File: config.mk
export PLATFORM = sky130hd
export DESIGN_NAME = regfile_i2c_target
export DESIGN_NICKNAME = d
export VERILOG_FILES = /design/src/rtl/i2c_rf_pkg.sv /design/src/rtl/i2c_line_sync.sv /design/src/rtl/i2c_pf_guard.sv /design/src/rtl/i2c_rf_store.sv /design/src/rtl/regfile_i2c_target.sv
export SDC_FILE = /design/constraint.sdc
export NUM_CORES = 1
export LEC_CHECK = 0
export CAP_MARGIN = 5
export CORE_MARGIN = 1.5
export CORE_UTILIZATION = 63
export DETAILED_ROUTE_END_ITERATION = 6
export PLACE_DENSITY_LB_ADDON = 0.12
export SLEW_MARGIN = 0
export SYNTH_ARGS = -nofsm -noshare
export SYNTH_HDL_FRONTEND = slang
export SYNTH_SLANG_ARGS = --single-unit
File: constraint.sdc
create_clock -name clk -period 3.32 [get_ports clk]
set_input_delay 0.498 -clock clk [delete_from_list [all_inputs] [get_ports clk]]
set_output_delay 0.498 -clock clk [all_outputs]
set_load 0.02 [all_outputs]
File: src/rtl/i2c_rf_pkg.sv
package i2c_rf_pkg;

  typedef enum logic [2:0] {
    S_IDLE,
    S_RX,
    S_RX_ACK,
    S_TX,
    S_TX_ACK
  } bus_state_t;

  typedef enum logic [1:0] {
    P_DEV,
    P_WORD,
    P_DATA
  } rx_phase_t;

endpackage

File: src/rtl/i2c_line_sync.sv
module i2c_line_sync #(
  parameter int SYNC_STAGES = 2
) (
  input  logic clk,
  input  logic rst,
  input  logic scl_i,
  input  logic sda_i,
  output logic sda_lvl,
  output logic scl_rise,
  output logic scl_fall,
  output logic start_det,
  output logic stop_det
);

  logic [SYNC_STAGES-1:0] scl_sh, sda_sh;
  logic scl_s, sda_s, scl_q, sda_q;

  generate
    if (SYNC_STAGES == 1) begin : g_one
      always_ff @(posedge clk) begin
        if (rst) begin
          scl_sh <= '1;
          sda_sh <= '1;
        end else begin
          scl_sh <= scl_i;
          sda_sh <= sda_i;
        end
      end
    end else begin : g_many
      always_ff @(posedge clk) begin
        if (rst) begin
          scl_sh <= '1;
          sda_sh <= '1;
        end else begin
          scl_sh <= {scl_sh[SYNC_STAGES-2:0], scl_i};
          sda_sh <= {sda_sh[SYNC_STAGES-2:0], sda_i};
        end
      end
    end
  endgenerate

  assign scl_s = scl_sh[SYNC_STAGES-1];
  assign sda_s = sda_sh[SYNC_STAGES-1];

  always_ff @(posedge clk) begin
    if (rst) begin
      scl_q <= 1'b1;
      sda_q <= 1'b1;
    end else begin
      scl_q <= scl_s;
      sda_q <= sda_s;
    end
  end

  assign sda_lvl   = sda_s;
  assign scl_rise  = scl_s & ~scl_q;
  assign scl_fall  = ~scl_s & scl_q;
  assign start_det = scl_s & scl_q & sda_q & ~sda_s;
  assign stop_det  = scl_s & scl_q & ~sda_q & sda_s;

endmodule

File: src/rtl/i2c_pf_guard.sv
module i2c_pf_guard #(
  parameter int REC_CYCLES = 64
) (
  input  logic clk,
  input  logic rst,
  input  logic pwr_fail,
  output logic blocked
);

  localparam int CW = $clog2(REC_CYCLES + 1);

  logic [CW-1:0] hold_cnt;

  always_ff @(posedge clk) begin
    if (rst) begin
      hold_cnt <= '0;
    end else if (pwr_fail) begin
      hold_cnt <= CW'(REC_CYCLES);
    end else if (hold_cnt != '0) begin
      hold_cnt <= hold_cnt - 1'b1;
    end
  end

  assign blocked = pwr_fail | (hold_cnt != '0);

endmodule

File: src/rtl/i2c_rf_store.sv
module i2c_rf_store #(
  parameter int DEPTH = 64,
  parameter int DW    = 8,
  localparam int AW   = $clog2(DEPTH)
) (
  input  logic          clk,
  input  logic          we,
  input  logic [AW-1:0] waddr,
  input  logic [DW-1:0] wdata,
  input  logic [AW-1:0] raddr,
  output logic [DW-1:0] rdata
);

  logic [DW-1:0] mem [DEPTH];

  always_ff @(posedge clk) begin
    if (we) mem[waddr] <= wdata;
    rdata <= mem[raddr];
  end

endmodule

File: src/rtl/regfile_i2c_target.sv
module regfile_i2c_target
  import i2c_rf_pkg::*;
#(
  parameter logic [6:0] DEV_ADDR   = 7'h68,
  parameter int         DEPTH      = 64,
  parameter int         SYNC_STAGES = 2,
  parameter int         REC_CYCLES = 64
) (
  input  logic clk,
  input  logic rst,
  input  logic scl_i,
  input  logic sda_i,
  input  logic pwr_fail,
  output logic sda_oe
);

  localparam int AW = $clog2(DEPTH);
  localparam logic [AW-1:0] LAST = AW'(DEPTH - 1);

  logic sda_s, scl_rise, scl_fall, start_det, stop_det, blocked;
  bus_state_t    state;
  rx_phase_t     phase;
  logic [3:0]    bitcnt;
  logic [7:0]    shreg;
  logic [AW-1:0] ptr;
  logic          rw;
  logic          host_ack;
  logic          wr_fire;
  logic [7:0]    rd_data;

  i2c_line_sync #(.SYNC_STAGES(SYNC_STAGES)) u_sync (
    .clk(clk), .rst(rst), .scl_i(scl_i), .sda_i(sda_i),
    .sda_lvl(sda_s), .scl_rise(scl_rise), .scl_fall(scl_fall),
    .start_det(start_det), .stop_det(stop_det)
  );

  i2c_pf_guard #(.REC_CYCLES(REC_CYCLES)) u_guard (
    .clk(clk), .rst(rst), .pwr_fail(pwr_fail), .blocked(blocked)
  );

  assign wr_fire = !blocked && state == S_RX && phase == P_DATA &&
                   scl_fall && bitcnt == 4'd8;

  i2c_rf_store #(.DEPTH(DEPTH), .DW(8)) u_store (
    .clk(clk), .we(wr_fire), .waddr(ptr), .wdata(shreg),
    .raddr(ptr), .rdata(rd_data)
  );

  function automatic logic [AW-1:0] step(input logic [AW-1:0] p);
    return (p == LAST) ? '0 : p + 1'b1;
  endfunction

  always_ff @(posedge clk) begin
    if (rst) begin
      state    <= S_IDLE;
      phase    <= P_DEV;
      bitcnt   <= '0;
      shreg    <= '0;
      ptr      <= '0;
      rw       <= 1'b0;
      host_ack <= 1'b0;
      sda_oe   <= 1'b0;
    end else if (blocked) begin
      state  <= S_IDLE;
      bitcnt <= '0;
      sda_oe <= 1'b0;
      if (pwr_fail) ptr <= '0;
    end else if (start_det) begin
      state  <= S_RX;
      phase  <= P_DEV;
      bitcnt <= '0;
      sda_oe <= 1'b0;
    end else if (stop_det) begin
      state  <= S_IDLE;
      sda_oe <= 1'b0;
    end else begin
      case (state)
        S_RX: begin
          if (scl_rise && bitcnt != 4'd8) begin
            shreg  <= {shreg[6:0], sda_s};
            bitcnt <= bitcnt + 4'd1;
          end else if (scl_fall && bitcnt == 4'd8) begin
            bitcnt <= '0;
            case (phase)
              P_DEV: begin
                if (shreg[7:1] == DEV_ADDR) begin
                  rw     <= shreg[0];
                  sda_oe <= 1'b1;
                  state  <= S_RX_ACK;
                end else begin
                  state <= S_IDLE;
                end
              end
              P_WORD: begin
                ptr    <= shreg[AW-1:0];
                sda_oe <= 1'b1;
                state  <= S_RX_ACK;
              end
              default: begin
                ptr    <= step(ptr);
                sda_oe <= 1'b1;
                state  <= S_RX_ACK;
              end
            endcase
          end
        end
        S_RX_ACK: begin
          if (scl_fall) begin
            if (phase == P_DEV && rw) begin
              state  <= S_TX;
              shreg  <= rd_data;
              sda_oe <= ~rd_data[7];
              bitcnt <= '0;
            end else begin
              sda_oe <= 1'b0;
              state  <= S_RX;
              phase  <= (phase == P_DEV) ? P_WORD : P_DATA;
            end
          end
        end
        S_TX: begin
          if (scl_rise) begin
            bitcnt <= bitcnt + 4'd1;
          end else if (scl_fall) begin
            if (bitcnt == 4'd8) begin
              sda_oe <= 1'b0;
              bitcnt <= '0;
              state  <= S_TX_ACK;
            end else begin
              shreg  <= {shreg[6:0], 1'b0};
              sda_oe <= ~shreg[6];
            end
          end
        end
        S_TX_ACK: begin
          if (scl_rise) begin
            host_ack <= ~sda_s;
            if (!sda_s) ptr <= step(ptr);
          end else if (scl_fall) begin
            if (host_ack) begin
              state  <= S_TX;
              shreg  <= rd_data;
              sda_oe <= ~rd_data[7];
            end else begin
              state <= S_IDLE;
            end
          end
        end
        default: begin
          sda_oe <= 1'b0;
        end
      endcase
    end
  end

endmodule

Word-level counts from Yosys, hierarchy flattened
Memories as Yosys holds them, arrays and structs flattened. A register that Yosys moved wholly into a read port is not among the register bits.
Index checks and enable logic that the tools add are counted.
{"block": "totals", "register_bits": 39, "ram_bits": 512, "input_bits": 5, "output_inout_bits": 1, "wordCells": 178, "memories": 1}
{"memory": "u_store.mem", "depth": 64, "word_bits": 8, "rd": 1, "rd_clocked_by_memory_dff": 1, "write_ports": 1, "line": "i2c_rf_store.sv:14", "rtl": "logic [DW-1:0] mem [DEPTH];"}
{"block": "classes", "add_sub_neg": 3, "n_eq_ne": 44, "muxes": 67, "bitwise": 18, "n_reduce_logical": 30}
{"op": "two-way mux 8 bit", "count": 9}
{"op": "two-way mux 6 bit", "count": 9}
{"op": "AND reduction 9 bit", "count": 4}
{"op": "!= test 4 bit (second input constant)", "count": 8}
{"op": "case mux 8 bit (4 select lines)", "count": 1}
{"op": "two-way mux 4 bit", "count": 7}
{"op": "two-way mux 3 bit", "count": 9}
{"op": "!= test 2 bit (second input constant)", "count": 13}
{"op": "case mux 6 bit (2 select lines)", "count": 2}
{"op": "!= test 3 bit (second input constant)", "count": 7}
{"op": "two-way mux 2 bit", "count": 9}
{"op": "two-way mux 1 bit", "count": 16}
{"op": "two-way mux 7 bit", "count": 2}
{"op": "AND reduction 13 bit", "count": 1}
{"op": "case mux 3 bit (4 select lines)", "count": 1}
{"op": "case mux 4 bit (3 select lines)", "count": 1}
{"op": "inverter 1 bit", "count": 10}
{"op": "AND reduction 5 bit", "count": 2}
{"op": "!= test 2 x 1 -> 1 bit (second input constant)", "count": 4}
{"op": "AND reduction 8 bit", "count": 1}
{"op": "bitwise AND 1 bit", "count": 7}
{"op": "== test 7 bit (second input constant)", "count": 1}
{"op": "logical AND 1 bit", "count": 7}
{"op": "AND reduction 7 bit", "count": 1}
{"op": "other kinds (25)", "count": 30}

Longest topological paths before layout
Gate-level depths: netlist of the first run.
{"block": "logic_depth", "ltp_word": 9, "mapped_depth": 10, "depth_no_buf": 7}

Hierarchy
Synthesis of the first run repeated with hierarchy kept, for this count alone.
{"block": "unflattened", "hier_cells": 1239, "hier_area_um2": 22496.6}
{"mod": "i2c_rf_store", "instances": 1, "cells_each": 972, "area_each_um2": 20190.6}
{"mod": "regfile_i2c_target", "instances": 1, "cells_each": 210, "area_each_um2": 1760.4}
{"mod": "i2c_pf_guard", "instances": 1, "cells_each": 41, "area_each_um2": 355.3}
{"mod": "i2c_line_sync", "instances": 1, "cells_each": 16, "area_each_um2": 190.2}

Least setup slack after synthesis of the first run
Ideal clock, no wire load.
{"block": "synth_path", "path_kind": "register to register", "startpoint": "reg u_guard.hold_cnt[0]", "endpoint": "mem u_store.mem[0][0] (enable)", "setup_time_ns": 0.370, "t_arrival_ns": 2.636, "required_ns": 2.950, "path_slack_ns": 0.313, "stages_incl_launch_ff": 9, "synth_period_minus_slack_ns": 3.007, "cell_sequence": "dfxtp_1 inv_1 ha_1 or3b_4 or4_1 clkbuf_2 nor4_1 nand2_1 nor2_1"}
{"block": "synth_between", "elab_chain_cells": 9}
{"element": "from (decl)", "line": "i2c_pf_guard.sv:12", "rtl": "logic [CW-1:0] hold_cnt;"}
{"element": "from (signal assigned)", "line": "i2c_pf_guard.sv:18", "rtl": "hold_cnt <= CW'(REC_CYCLES);"}
{"element": "from (signal assigned)", "line": "i2c_pf_guard.sv:20", "rtl": "hold_cnt <= hold_cnt - 1'b1;"}
{"element": "nonzero test 7 bit", "line": "i2c_pf_guard.sv:24", "rtl": "assign blocked = pwr_fail | (hold_cnt != '0);"}
{"element": "bitwise OR 1 bit", "line": "i2c_pf_guard.sv:24"}
{"element": "logical NOT 1 bit", "line": "regfile_i2c_target.sv:41", "rtl": "assign wr_fire = !blocked && state == S_RX && phase == P_DATA &&"}
{"element": "logical AND 1 bit (3 in series)", "line": "regfile_i2c_target.sv:41"}
{"element": "logical AND 1 bit", "line": "regfile_i2c_target.sv:42", "rtl": "scl_fall && bitcnt == 4'd8;"}
{"element": "two-way mux 1 bit", "line": "i2c_rf_store.sv:17", "rtl": "if (we) mem[waddr] <= wdata;"}
{"element": "two-way mux 1 bit (not written as such)", "line": "i2c_rf_store.sv:17"}
{"element": "to (decl)", "line": "i2c_rf_store.sv:14"}
No other way between the ends.

Worst setup path after layout of the first run
{"block": "layout_path", "startpoint": "reg u_guard.hold_cnt[0]", "endpoint": "mem u_store.mem[57][3] (enable)"}
Same word-level chain as after synthesis.

==> flow_results.xml, run 1 <==
<?xml version="1.0" encoding="UTF-8"?>
<metrics>
  <group name="synth">
    <metric name="post_synth_most_frequent_cells" unit="">512 x sky130_fd_sc_hd__edfxtp_1, 96 x sky130_fd_sc_hd__nor2_1, 69 x sky130_fd_sc_hd__mux2i_1</metric>
    <metric name="synth_area_per_cell" unit="sq um">16.3</metric>
    <metric name="most_used_dff_post_synth" unit="">sky130_fd_sc_hd__edfxtp_1</metric>
    <metric name="synth_async_sr_flop_share" unit="%">0</metric>
    <metric name="synth_top_cell_by_area" unit="">sky130_fd_sc_hd__edfxtp_1</metric>
    <metric name="synth_most_common_cell" unit="">sky130_fd_sc_hd__edfxtp_1</metric>
    <metric name="number_of_flops_mapped_to_enable_cells_by_yosys" unit="">512</metric>
    <metric name="postSynthCellCount" unit="">1394</metric>
    <metric name="ys.warnings.count" unit="">0</metric>
    <metric name="post_synth_num_cell_types" unit="">72</metric>
    <metric name="mappedNetlistArea" unit="sq um">22700</metric>
    <metric name="synthTopCellsByArea" unit="">sky130_fd_sc_hd__edfxtp_1 68%, sky130_fd_sc_hd__mux4_2 5.3%, sky130_fd_sc_hd__dfxtp_1 4.1%, sky130_fd_sc_hd__mux2i_1 3.0%, sky130_fd_sc_hd__mux2_2 2.3%</metric>
    <metric name="yosys_register_bits" unit="">559</metric>
    <metric name="ys_seq_area_share" unit="%">72.0</metric>
    <metric name="post-synth-top-area-fraction" unit="%">67.8</metric>
    <metric name="syn-num-nets" unit="">1406</metric>
  </group>
  <group name="floorplan">
    <metric name="initial_utilization" unit="%">63.9</metric>
    <metric name="core_area" unit="sq um">35500</metric>
    <metric name="die_area" unit="sq um">37100</metric>
    <metric name="row_count" unit="">69</metric>
    <metric name="io_pins" unit="">6</metric>
    <metric name="die_w" unit="um">193</metric>
    <metric name="die_height" unit="um">193</metric>
  </group>
  <group name="drt">
    <metric name="avgViaCountPerCell" unit="">6.80</metric>
    <metric name="vias" unit="">13700</metric>
    <metric name="drt_first_iter_violations" unit="">1663</metric>
    <metric name="wire_per_inst" unit="um">28.8</metric>
    <metric name="drt-total-wl" unit="mm">58.1</metric>
    <metric name="drt_drc_violations_left" unit="">0</metric>
    <metric name="ant_nets" unit="">0</metric>
    <metric name="dr.pass1.iters" unit="">7</metric>
  </group>
  <group name="setup_path">
    <metric name="critical_path.endpoint_type" unit="">flop</metric>
    <metric name="worstSetupPathType" unit="">reg -&gt; reg</metric>
    <metric name="cp_data_arrival_time" unit="ps">3370</metric>
    <metric name="max_stage_delay" unit="ps">640</metric>
    <metric name="critical-path-slowest-cell" unit="">sky130_fd_sc_hd__or4_1</metric>
    <metric name="critical_path.cell_chain" unit="">inv_1 &gt; ha_1 &gt; or3b_4 &gt; or4_1 &gt; nor4_1 &gt; buf_4 &gt; nand2_1 &gt; buf_4 &gt; nor2_1 &gt; buf_4</metric>
    <metric name="timing.critical_path.fanout_max" unit="">8</metric>
    <metric name="cp-start-kind" unit="">flop</metric>
    <metric name="cp.required" unit="ps">3630</metric>
    <metric name="crit_top_cell" unit="">sky130_fd_sc_hd__buf_4</metric>
  </group>
  <group name="place">
    <metric name="place.port_buffers" unit="">5</metric>
    <metric name="pre_cts_slack" unit="ps">255</metric>
    <metric name="detailed_place.area" unit="sq um">24100</metric>
    <metric name="dp_hpwl" unit="mm">36.4</metric>
    <metric name="finalWeightedCongestion" unit="">0.934</metric>
  </group>
  <group name="clock_tree">
    <metric name="numCtsBuffers" unit="">54</metric>
    <metric name="clk_latency" unit="ps">610</metric>
    <metric name="ctsResizeCount" unit="">0</metric>
    <metric name="cts-hold-fix-buffers" unit="">0</metric>
    <metric name="h-tree-depth" unit="">2</metric>
    <metric name="tritoncts" unit="">done</metric>
    <metric name="cts_root_buf" unit="">sky130_fd_sc_hd__clkbuf_16</metric>
    <metric name="max_root_sink_buffers" unit="">3</metric>
    <metric name="post-cts-setup-buffer-count" unit="">0</metric>
    <metric name="cts.sinks" unit="">559</metric>
    <metric name="cts.reportedPaths.clkPinSlew" unit="ps">60</metric>
  </group>
  <group name="sta">
    <metric name="slew_violations" unit="">0</metric>
    <metric name="clock_period_minus_final_worst_setup_slack" unit="ps">3070</metric>
    <metric name="final_hold_viol_count" unit="">0</metric>
    <metric name="setup_violations" unit="">0</metric>
    <metric name="tightest_slew" unit="ps">1110</metric>
    <metric name="setup_total_negative_slack" unit="ps">0</metric>
    <metric name="fin_crit_sh" unit="%">92.5</metric>
    <metric name="fin_clk_skew" unit="ps">16.6</metric>
    <metric name="slew_headroom" unit="%">25.5</metric>
    <metric name="fmaxAchievable" unit="MHz">326</metric>
    <metric name="grt_setup_unrepaired" unit="">no</metric>
    <metric name="fin_ws" unit="ps">250</metric>
  </group>
  <group name="finish">
    <metric name="antenna-diode-count" unit="">0</metric>
    <metric name="areaGrowthSynthToFinish" unit="%">14.1</metric>
    <metric name="design_area" unit="sq um">25900</metric>
    <metric name="num-nets-final" unit="">1528</metric>
    <metric name="drive_above_1_share" unit="%">23.6</metric>
  </group>
  <group name="global_route">
    <metric name="total_global_routing_track_utilization" unit="%">32.4</metric>
    <metric name="grt_overflow_total" unit="">0</metric>
    <metric name="via_count_of_the_first_global_routing_pass" unit="">13100</metric>
    <metric name="largest_net_degree_at_the_start_of_global_routing" unit="">69</metric>
    <metric name="grt_pass1_wl" unit="mm">85.9</metric>
    <metric name="antenna_violations_before_repair" unit="">2</metric>
  </group>
  <group name="hold_path">
    <metric name="hold_path.class" unit="">reg -&gt; reg</metric>
  </group>
  <group name="run_status">
    <metric name="status" unit="">completed</metric>
  </group>
  <group name="pwr">
    <metric name="power.static_leakage" unit="nW">7.39</metric>
    <metric name="peak_supply_drop" unit="mV">0.495</metric>
    <metric name="power_density" unit="nW/um^2">534</metric>
  </group>
  <group name="flow_run">
    <metric name="maxCapViolations" unit="">0</metric>
  </group>
</metrics>
worst paths after layout:
check,from,to,slack (ps),cells past startpoint
worst max-delay path,u_guard.hold_cnt[0],u_store.mem[57][3],250,10
worst min-delay path,u_sync.sda_sh[0],u_sync.sda_sh[1],440,1
worst max register to register,u_guard.hold_cnt[0],u_store.mem[57][3],250,10
worst min register to register,u_sync.sda_sh[0],u_sync.sda_sh[1],440,1
where the power goes:
group	internal (mW)	total, mW	switching (mW)
Combinational	0.110	0.256	0.146
Clock	3.39	5.96	2.57
Sequential	7.58	7.60	0.0208
final cells by class:
type	count	area, sq um
Clock buffer	70	1490
Clock inverter	30	238
Fill cell	2207	9620
Inverter	18	67.6
Multi-Input combinational cell	725	5910
Sequential cell	559	16300
Tap cell	461	577
Timing Repair Buffer	158	1250
flip-flops by register name, summed over array words and instances (netlist names), 3 cells and up:
register and cells:
u_store.mem 512, shreg 8, u_store.rdata 8, u_guard.hold_cnt 7
ptr 6, bitcnt 4, state 3
worst max-delay path: cells and delay by family, from the launching register on:
kind / cells / cell delay (ps)
adder cells (fa/ha/maj): 1 / 170
buffers and inverters: 4 / 640
flip-flops: 1 / 330
AND/OR/NAND/NOR: 5 / 1620
cells by family after synthesis:
group	after synthesis	synth area share, %
compound gates	266	8.50
xor+xnor	7	0.270
fa+ha+maj	7	0.386
buf+inv	110	2.00
flops	559	72.0
mux	169	10.6
simple gates	276	6.25
cells in the final DEF (no fill, tap or decap), drive strengths merged, types with 38 or more instances in the layout:
cell,netlist,routed
a21oi,45,45
nand2,49,49
nor2,96,96
edfxtp,512,512
mux2i,69,69
dfxtp,47,47
buf,38,153
a22oi,38,38
mux2,47,47
mux4,53,53
clkbuf,54,70
layer usage:
metal	part of all wire, %	up-vias	wire [um]	track usage [%]
met1	39	6864	22800	46.4
li1	-	5855	-	-
met5	0.041	-	24	0
met3	10	145	5900	5.44
met4	3.9	4	2280	12.9
met2	47	878	27100	50.2
metrics by stage:
stage	cells	utilization [%]	hold WS (ps)	power (mW)
detailed placement	1921	68.0	417	8.01
global route	2021	72.9	456	14.2
floorplan	1394	-	389	7.95
global placement	1921	68.0	403	8.00
CTS	2021	72.9	442	13.9
finish	2021	72.9	436	13.8
(Power assumes the default switching activity.)
==> run 2, diff against run 1 <==
Settings changed: CORE_UTILIZATION 63 to 61.
==> flow_results.xml, run 2 (same netlist as run 1, synthesis figures left out) <==
<?xml version="1.0" encoding="UTF-8"?>
<metrics>
  <group name="run_status">
    <metric name="status" unit="">completed</metric>
  </group>
  <group name="drt">
    <metric name="dr.pass1.iters" unit="">5</metric>
    <metric name="vias" unit="">13600</metric>
    <metric name="drt-total-wl" unit="mm">57.7</metric>
    <metric name="avgViaCountPerCell" unit="">6.73</metric>
    <metric name="wire_per_inst" unit="um">28.5</metric>
    <metric name="drt_first_iter_violations" unit="">1598</metric>
    <metric name="ant_nets" unit="">0</metric>
    <metric name="drt_drc_violations_left" unit="">0</metric>
  </group>
  <group name="clock_tree">
    <metric name="cts_root_buf" unit="">sky130_fd_sc_hd__clkbuf_16</metric>
    <metric name="post-cts-setup-buffer-count" unit="">0</metric>
    <metric name="max_root_sink_buffers" unit="">3</metric>
    <metric name="cts.reportedPaths.clkPinSlew" unit="ps">60</metric>
    <metric name="tritoncts" unit="">done</metric>
    <metric name="clk_latency" unit="ps">590</metric>
    <metric name="cts.sinks" unit="">559</metric>
    <metric name="numCtsBuffers" unit="">55</metric>
    <metric name="h-tree-depth" unit="">2</metric>
  </group>
  <group name="sta">
    <metric name="final_hold_viol_count" unit="">0</metric>
    <metric name="setup_violations" unit="">0</metric>
    <metric name="grt_setup_unrepaired" unit="">no</metric>
    <metric name="fin_crit_sh" unit="%">95.2</metric>
    <metric name="clock_period_minus_final_worst_setup_slack" unit="ps">3160</metric>
    <metric name="setup_total_negative_slack" unit="ps">0</metric>
    <metric name="tightest_slew" unit="ps">1020</metric>
    <metric name="slew_violations" unit="">0</metric>
    <metric name="slew_headroom" unit="%">31.7</metric>
    <metric name="fin_clk_skew" unit="ps">12.6</metric>
    <metric name="fmaxAchievable" unit="MHz">316</metric>
  </group>
  <group name="pwr">
    <metric name="power.share.sequential" unit="%">54.0</metric>
    <metric name="peak_supply_drop" unit="mV">0.453</metric>
    <metric name="power.static_leakage" unit="nW">7.40</metric>
    <metric name="power_frac_comb" unit="%">1.9</metric>
    <metric name="switching_share" unit="%">19.2</metric>
    <metric name="power.share.clock" unit="%">44.1</metric>
    <metric name="power_density" unit="nW/um^2">543</metric>
    <metric name="p_sw" unit="mW">2.71</metric>
    <metric name="intPower" unit="mW">11.4</metric>
  </group>
  <group name="setup_path">
    <metric name="crit_path_start" unit="">u_guard.hold_cnt[0]</metric>
    <metric name="critical_path.endpoint_type" unit="">flop</metric>
    <metric name="timing.critical_path.fanout_max" unit="">8</metric>
    <metric name="worst_r2r_startpoint" unit="">u_guard.hold_cnt[0]</metric>
    <metric name="cp-start-kind" unit="">flop</metric>
    <metric name="ff2ff_path_depth" unit="">9</metric>
    <metric name="cp.required" unit="ps">3610</metric>
    <metric name="critical_path_capture_point" unit="">u_store.mem[7][3]</metric>
    <metric name="crit_top_cell" unit="">sky130_fd_sc_hd__buf_4</metric>
    <metric name="critical-path-slowest-cell" unit="">sky130_fd_sc_hd__or4_1</metric>
    <metric name="max_stage_delay" unit="ps">630</metric>
    <metric name="worstSetupPathType" unit="">reg -&gt; reg</metric>
    <metric name="critical_r2r_capture" unit="">u_store.mem[7][3]</metric>
    <metric name="cp_data_arrival_time" unit="ps">3450</metric>
    <metric name="reg2reg_slack" unit="ps">160</metric>
    <metric name="critical_path.cell_chain" unit="">inv_1 &gt; ha_1 &gt; or3b_4 &gt; or4_1 &gt; nor3_1 &gt; buf_4 &gt; nand2_1 &gt; nor2_1 &gt; buf_4</metric>
  </group>
  <group name="finish">
    <metric name="num-nets-final" unit="">1524</metric>
    <metric name="fillers" unit="">2349</metric>
    <metric name="design_area" unit="sq um">25900</metric>
    <metric name="final_common_cell" unit="">sky130_fd_sc_hd__edfxtp_1</metric>
    <metric name="area_of_combinational_cells_with_multiple_inputs" unit="sq um">5920</metric>
    <metric name="areaGrowthSynthToFinish" unit="%">14.3</metric>
    <metric name="antenna-diode-count" unit="">0</metric>
    <metric name="most-common-layout-cells" unit="">512 x sky130_fd_sc_hd__edfxtp_1, 143 x sky130_fd_sc_hd__buf_4, 94 x sky130_fd_sc_hd__nor2_1</metric>
    <metric name="top_register" unit="">u_store.mem</metric>
    <metric name="drive_above_1_share" unit="%">23.1</metric>
    <metric name="layout.area.seq" unit="sq um">16300</metric>
    <metric name="layout_top_registers" unit="">u_store.mem: 512 flops, shreg: 8 flops, u_store.rdata: 8 flops</metric>
    <metric name="largest_register_ffs" unit="">512</metric>
  </group>
  <group name="floorplan">
    <metric name="die_w" unit="um">196</metric>
    <metric name="io_pins" unit="">6</metric>
    <metric name="initial_utilization" unit="%">61.9</metric>
    <metric name="die_area" unit="sq um">38300</metric>
    <metric name="die_height" unit="um">196</metric>
    <metric name="core_area" unit="sq um">36600</metric>
    <metric name="row_count" unit="">70</metric>
  </group>
  <group name="global_route">
    <metric name="grt_pass1_wl" unit="mm">85.6</metric>
    <metric name="via_count_of_the_first_global_routing_pass" unit="">13200</metric>
    <metric name="total_global_routing_track_utilization" unit="%">30.7</metric>
    <metric name="antenna_violations_before_repair" unit="">2</metric>
    <metric name="grt_overflow_total" unit="">0</metric>
    <metric name="largest_net_degree_at_the_start_of_global_routing" unit="">68</metric>
  </group>
  <group name="flow_run">
    <metric name="maxCapViolations" unit="">0</metric>
  </group>
  <group name="place">
    <metric name="finalWeightedCongestion" unit="">0.922</metric>
    <metric name="detailed_place.area" unit="sq um">24100</metric>
    <metric name="dp_hpwl" unit="mm">36.1</metric>
    <metric name="place.port_buffers" unit="">5</metric>
  </group>
  <group name="hold_path">
    <metric name="hold_path.class" unit="">reg -&gt; reg</metric>
  </group>
</metrics>
[run 2: changes by cell type in the layout (fill, tap and decap cells not counted), moves of 3 or more]
cell,delta
sky130_fd_sc_hd__clkinv_2,-5
sky130_fd_sc_hd__bufinv_16,+4
sky130_fd_sc_hd__clkinv_1,+3
sky130_fd_sc_hd__clkbuf_1,+3
sky130_fd_sc_hd__buf_4,-6
[run 2: stage by stage]
stage	util [%]	std cells	hold slack, ps	worst slack (ps)	total power [mW]
after floorplan	-	1394	389	313	7.95
after global placement	65.9	1923	393	126	8.01
after detailed placement	65.9	1923	396	58.2	8.02
after CTS	70.8	2023	410	68.2	14.1
after global routing	70.8	2023	423	81.4	14.4
final	70.8	2023	408	158	14.1
[run 2: layout make-up]
| class | count | area share, % |
|---|---|---|
| Sequential cell | 559 | 63.0 |
| Multi-Input combinational cell | 725 | 22.8 |
| Clock buffer | 72 | 5.72 |
| Timing Repair Buffer | 153 | 4.72 |
| Tap cell | 468 | 2.26 |
| Clock inverter | 28 | 1.20 |
| Inverter | 18 | 0.261 |
[run 2: repair_timing]
| action | CTS | global route |
|---|---|---|
| gates resized for setup | 0 | 2 |
| setup endpoints to repair | 0 | 13 |
| hold buffers | 0 | 0 |
[run 2: worst max-delay path, delay by kind of cell, from the launching register on]
kind / cells / cell delay [ps]
adders and majority gates: 1 / 160
buffers and inverters: 3 / 440
DFF: 1 / 340
and+or+nand+nor: 5 / 1910
[run 2: worst min path at each step]
stage,start,end,slack (ps),cells past startpoint
after global placement,u_sync.scl_sh[0],u_sync.scl_sh[1],390,1
after floorplan,u_sync.scl_sh[0],u_sync.scl_sh[1],390,1
after global routing,u_sync.sda_sh[0],u_sync.sda_sh[1],420,1
final,u_sync.sda_sh[0],u_sync.sda_sh[1],410,1
after CTS,u_sync.sda_sh[0],u_sync.sda_sh[1],410,1
after detailed placement,u_sync.sda_sh[0],u_sync.sda_sh[1],400,1
[run 2: power groups by stage]
stage                     clock (mW)  sequential [mW]  combinational [mW]
after floorplan                    0             7.75               0.201
after global placement             0             7.75               0.256
after detailed placement           0             7.75               0.261
after CTS                       6.27             7.61               0.261
after global routing            6.52             7.60               0.286
final                           6.21             7.61               0.263
[run 2: per-layer routing]
layer / part of all wire [%] / up-vias / global-route usage, %
met2: 46 / 724 / 47.0
met4: 4.1 / 4 / 12.7
met1: 41 / 6905 / 44.4
met3: 8.7 / 157 / 5.33
met5: 0.049 / - / 0
li1: - / 5831 / -
==> run 3, diff against run 2 <==
Settings changed: CAP_MARGIN 5 to 30.
==> results of run 3 <==
Same layout as run 2: the final DEF is identical, and so are final timing and power.
